**config.mk**
```make
export PLATFORM = sky130hd
export DESIGN_NAME = sws_shift_latch_top
export DESIGN_NICKNAME = d
export VERILOG_FILES = /design/src/rtl/sws_pkg.sv /design/src/rtl/sws_sync.sv /design/src/rtl/sws_shift_reg.sv /design/src/rtl/sws_latch_bank.sv /design/src/rtl/sws_shift_latch_top.sv
export SDC_FILE = /design/constraint.sdc
export NUM_CORES = 1
export LEC_CHECK = 0
export CAP_MARGIN = 10
export CORE_MARGIN = 2
export CORE_UTILIZATION = 35
export CTS_CLUSTER_DIAMETER = 150
export DETAILED_ROUTE_END_ITERATION = 16
export GPL_TIMING_DRIVEN = 0
export PLACE_DENSITY = 0.57
export SYNTH_ARGS = -nofsm -noshare
export SYNTH_HDL_FRONTEND = slang
export SYNTH_SLANG_ARGS = --single-unit
```
**constraint.sdc**
```tcl
create_clock -name clk -period 1.1 [get_ports clk]
set_input_delay 0.275 -clock clk [delete_from_list [all_inputs] [get_ports clk]]
set_output_delay 0.275 -clock clk [all_outputs]
set_load 0.03 [all_outputs]
```
**src/rtl/sws_pkg.sv**
```systemverilog
package sws_pkg;
  // Serial-side control word, carried through the synchronizer as one vector.
  typedef struct packed {
    logic clear;
    logic latch_n;
    logic sdat;
    logic sclk;
  } sws_ctl_t;

  localparam int unsigned CTL_W = $bits(sws_ctl_t);

  // Rising-edge test on a synchronized level and its previous sample.
  function automatic logic rose(input logic now_v, input logic prev_v);
    return now_v & ~prev_v;
  endfunction
endpackage

```
**src/rtl/sws_sync.sv**
```systemverilog
module sws_sync #(
  parameter int unsigned WIDTH = 4,
  parameter int unsigned DEPTH = 2
) (
  input  logic             clk,
  input  logic             rst_n,
  input  logic [WIDTH-1:0] async_i,
  output logic [WIDTH-1:0] sync_o,
  output logic [WIDTH-1:0] prev_o
);
  logic [WIDTH-1:0] stage_q [DEPTH];
  logic [WIDTH-1:0] prev_q;

  for (genvar g = 0; g < DEPTH; g++) begin : g_stage
    if (g == 0) begin : g_first
      always_ff @(posedge clk or negedge rst_n) begin
        if (!rst_n) stage_q[g] <= '0;
        else        stage_q[g] <= async_i;
      end
    end else begin : g_next
      always_ff @(posedge clk or negedge rst_n) begin
        if (!rst_n) stage_q[g] <= '0;
        else        stage_q[g] <= stage_q[g-1];
      end
    end
  end

  always_ff @(posedge clk or negedge rst_n) begin
    if (!rst_n) prev_q <= '0;
    else        prev_q <= stage_q[DEPTH-1];
  end

  assign sync_o = stage_q[DEPTH-1];
  assign prev_o = prev_q;
endmodule

```
**src/rtl/sws_shift_reg.sv**
```systemverilog
module sws_shift_reg #(
  parameter int unsigned N_STAGES = 8
) (
  input  logic                clk,
  input  logic                rst_n,
  input  logic                shift_en,
  input  logic                bit_i,
  output logic [N_STAGES-1:0] q_o
);
  logic [N_STAGES-1:0] q;

  function automatic logic [N_STAGES-1:0] push_bit(input logic [N_STAGES-1:0] cur,
                                                   input logic b);
    return {cur[N_STAGES-2:0], b};
  endfunction

  always_ff @(posedge clk or negedge rst_n) begin
    if (!rst_n)        q <= '0;
    else if (shift_en) q <= push_bit(q, bit_i);
  end

  assign q_o = q;
endmodule

```
**src/rtl/sws_latch_bank.sv**
```systemverilog
module sws_latch_bank #(
  parameter int unsigned N_STAGES = 8
) (
  input  logic                clk,
  input  logic                rst_n,
  input  logic                clear,
  input  logic                latch_n,
  input  logic                capture,
  input  logic [N_STAGES-1:0] d_i,
  output logic [N_STAGES-1:0] sel_o
);
  logic [N_STAGES-1:0] held_q;

  // Holding applies only once the capture edge has passed.
  function automatic logic [N_STAGES-1:0] pick_sel(input logic clr, input logic hold,
                                                   input logic [N_STAGES-1:0] held,
                                                   input logic [N_STAGES-1:0] live);
    if (clr)       return '0;
    else if (hold) return held;
    else           return live;
  endfunction

  always_ff @(posedge clk or negedge rst_n) begin
    if (!rst_n)                   held_q <= '0;
    else if (clear)               held_q <= '0;
    else if (!latch_n || capture) held_q <= d_i;
  end

  assign sel_o = pick_sel(clear, latch_n && !capture, held_q, d_i);
endmodule

```
**src/rtl/sws_shift_latch_top.sv**
```systemverilog
module sws_shift_latch_top
  import sws_pkg::*;
#(
  parameter int unsigned N_STAGES   = 8,
  parameter int unsigned SYNC_DEPTH = 2
) (
  input  logic                clk,
  input  logic                rst_n,
  input  logic                ser_clk_i,
  input  logic                ser_data_i,
  input  logic                latch_n_i,
  input  logic                clear_i,
  output logic [N_STAGES-1:0] sel_o,
  output logic                ser_out_o
);
  localparam int unsigned LAST = N_STAGES - 1;

  sws_ctl_t raw_ctl, syn_ctl, prv_ctl;

  assign raw_ctl = '{clear: clear_i, latch_n: latch_n_i, sdat: ser_data_i, sclk: ser_clk_i};

  sws_sync #(.WIDTH(CTL_W), .DEPTH(SYNC_DEPTH)) u_sync (
    .clk    (clk),
    .rst_n  (rst_n),
    .async_i(raw_ctl),
    .sync_o (syn_ctl),
    .prev_o (prv_ctl)
  );

  // Named internal events, also used by the checker.
  logic                shift_evt, latch_evt, clear_s, latch_n_s, data_s;
  logic [N_STAGES-1:0] shreg;

  assign shift_evt = rose(syn_ctl.sclk, prv_ctl.sclk);
  assign latch_evt = rose(syn_ctl.latch_n, prv_ctl.latch_n);
  assign clear_s   = syn_ctl.clear;
  assign latch_n_s = syn_ctl.latch_n;
  assign data_s    = syn_ctl.sdat;

  sws_shift_reg #(.N_STAGES(N_STAGES)) u_shift (
    .clk     (clk),
    .rst_n   (rst_n),
    .shift_en(shift_evt),
    .bit_i   (data_s),
    .q_o     (shreg)
  );

  sws_latch_bank #(.N_STAGES(N_STAGES)) u_latch (
    .clk    (clk),
    .rst_n  (rst_n),
    .clear  (clear_s),
    .latch_n(latch_n_s),
    .capture(latch_evt),
    .d_i    (shreg),
    .sel_o  (sel_o)
  );

  assign ser_out_o = shreg[LAST];
endmodule

```
==> impl_metrics.json <==
{
  "htree_levels": 1,
  "period_share_pct": 158.9,
  "r2r_slack_ps": 0,
  "finalSetupViolCount": 9,
  "power_density_mw_per_mm2": 1915,
  "synth_top_area_share_pct": 64.84,
  "synth_most_common_cell": "dfrtp_1",
  "synthSimpleGateAreaFrac_pct": 4.613,
  "vias": 629,
  "cpPeakStageDelay_ps": 400,
  "post_route_cells_drive_above_1_share_pct": 50.54,
  "antenna_found_initial": 0,
  "drc": 0,
  "yosysTopAreaCell": "dfrtp_1",
  "cpMostUsedCell": "buf_6",
  "io_pins": 15,
  "startpoint": "u_sync.prev_o[2]",
  "cp.arrival_ps": 1470,
  "max-cap-violations": 0,
  "syn_avg_cell_area_sq_um": 13.56,
  "cpMaxStageDelayCell": "dfrtp_1",
  "fp-row-count": 19,
  "failed_checks": "negative setup slack",
  "clk_pin_slew_ps": 130,
  "synthArstFlopShare_pct": 100.0,
  "syn_inst": 74,
  "synth_compound_area_share_pct": 15.96,
  "grt_pass1_vias": 657,
  "cp_max_fo": 10,
  "via_per_inst": 5.073,
  "dpl_cell_area_sq_mm": 0.001294,
  "cp.depth": 5,
  "synth_cell_types": 11,
  "clock-skew-final_ps": 4.932,
  "worst-path-buf-inv": 3,
  "critPathTopFamily": "buffers and inverters",
  "grt_use_met3_pct": 2.041,
  "r2r_start": "u_sync.prev_o[2]",
  "clock.fmax_ghz": 0.5721,
  "grt_pass1_wl_um": 3091,
  "period_needed_ps": 1748,
  "ys_ff_latch": 26,
  "hold_path_class": "register to register",
  "die_h_um": 57.55,
  "ys_seq_area_share_pct": 64.84,
  "dp_hpwl_um": 1256,
  "crit_path_end_kind": "output pin",
  "synth_top_family_by_area": "compound AO/OA/AOI/OAI gates",
  "yosys-mux-area-fraction_pct": 8.978,
  "outcome": "finished with violations",
  "first_pass_iters": 4,
  "netlist_area_sq_mm": 0.001003,
  "slew_violations": 0,
  "worst_slack_ps": -648.0,
  "grt.busiest_layer": "met2",
  "wl_um": 1795,
  "worstPathRequired_ps": 820,
  "postRouteAntennaNets": 0,
  "worst_pin_slew_ps": 630.2,
  "die_area_sq_mm": 0.003311,
  "synthFlopType": "dfrtp_1",
  "ys_warn_count": 0,
  "die_x_um": 57.55,
  "worstPathCellList": "buf_6, buf_8, a21bo_1, a21oi_4, buf_6",
  "ys_top_cells_by_area": "dfrtp_1, mux2_2, a21oi_1",
  "ir_drop_v": 0.001214,
  "wl_per_cell_um": 14.48,
  "path_class": "register to output pin",
  "rr_endpoint": "u_latch.held_q[6]",
  "postLayoutCoreUtil_pct": 51.99,
  "hold_viol": 0,
  "design_area_sq_mm": 0.001421,
  "grt_max_degree": 27,
  "rsz0062_at_grt": "true",
  "n_antenna_cell": 0,
  "p_total_uw": 2723,
  "clock-sinks": 26,
  "grtUsageMet1_pct": 17.33,
  "grtUsageMet2_pct": 19.16,
  "portBuffers": 14,
  "grt.overflow.total": 0,
  "clk_latency_ps": 310,
  "synth_xor_area_share_pct": 0,
  "drtIter0Drc": 12,
  "cts_buffers": 3,
  "cp-endpoint": "sel_o[6]",
  "clock_path_buffers": 2,
  "core_sq_mm": 0.002734,
  "start_util_pct": 36.70,
  "synthTopCellsByCount": "dfrtp_1, a21oi_1, mux2_2, nand3_1, a21bo_2",
  "synth_edf_count": 0,
  "cts_tree": "done",
  "max_slew_margin_pct": 57.99,
  "area_growth_pct": 41.65,
  "synthAdderAreaFrac_pct": 0,
  "dp_slack_ps": -814.9,
  "num-nets-final": 100,
  "synth_nets": 80,
  "worstSetupStartpointType": "register",
  "gp_congestion": 0.6792,
  "dp.cells": 119,
  "p_leak_uw": 0.0006128,
  "fin_cells": 124,
  "r2r_cells": 4,
  "grt_util_all_layers_pct": 12.50,
  "post_cts_buffers": 0,
  "cts-root-buf": "clkbuf_4"
}
-- repair_timing --
item	4_1_cts	5_1_grt
resized for setup	71	8
endpoints found under the setup margin	45	23
pin swaps	0	2
hold buffers	0	1
cloned	0	1
endpoints found under the hold margin	0	26
-- layout make-up --
class                           instances  area, sq um
Sequential cell                        26        651.9
Timing Repair Buffer                   16        166.4
Tap cell                               31        38.79
Buffer                                  6        78.83
Clock buffer                            4        36.28
Fill cell                             241         1313
Multi-Input combinational cell         41        449.2
-- state kept, by name, summed over array words and instances (netlist names) --
signal,flops
u_sync.prev_o,2
u_sync.stage_q,4
u_latch.held_q,8
u_shift.q_o,8
u_sync.sync_o,4
-- through the flow --
step	hold slack (ps)	setup TNS [ps]
finish	371.9	-4823
global route	376.2	-5895
CTS	277.1	-4980
detailed placement	341.9	-22150
global placement	331.8	-21290
floorplan	-20.59	-1263
-- layer usage --
| layer | share of wire [%] | vias up |
|---|---|---|
| met5 | 0 | - |
| met4 | 0.84 | 0 |
| met3 | 3.8 | 2 |
| met2 | 50 | 11 |
| met1 | 46 | 318 |
| li1 | - | 298 |
-- cells in the final DEF, fill, tap and decap left out, drive strengths merged --
master / Yosys / routed
nor2b: 1 / 1
dfrtp: 26 / 26
mux2: 8 / 8
a21bo: 8 / 8
nand3: 8 / 8
a21oi: 16 / 16
buf: 6 / 15
clkdlybuf4s50: 0 / 4
dlygate4sd3: 0 / 1
clkbuf: 1 / 6
-- where the power goes --
part	internal, uW	total [uW]	leakage, uW	switching (uW)
Combinational	556	979	0.000275	424
Sequential	1150	1280	0.000317	130
Clock	202	467	0.0000210	265
Total	1900	2720	0.000613	819
-- worst min path at each step --
stage / slack (ps) / endpoint / from / cells past startpoint
after floorplan: -20 / u_latch.held_q[0] / rst_n / 0
after global placement: 330 / u_sync.sync_o[2] / u_sync.stage_q[6] / 0
after detailed placement: 340 / u_sync.sync_o[0] / u_sync.stage_q[4] / 0
after CTS: 280 / u_latch.held_q[4] / rst_n / 1
after global routing: 380 / u_sync.stage_q[5] / ser_data_i / 1
final: 370 / u_sync.sync_o[1] / u_sync.stage_q[5] / 0
-- cells by family (layout without fill, tap and decap cells) --
group | Yosys count | in the layout
buf+inv | 7 | 26
mux | 8 | 8
compound gates | 24 | 24
simple gates | 9 | 9
flops | 26 | 26
Note: power is estimated with default switching activity, not from simulation.
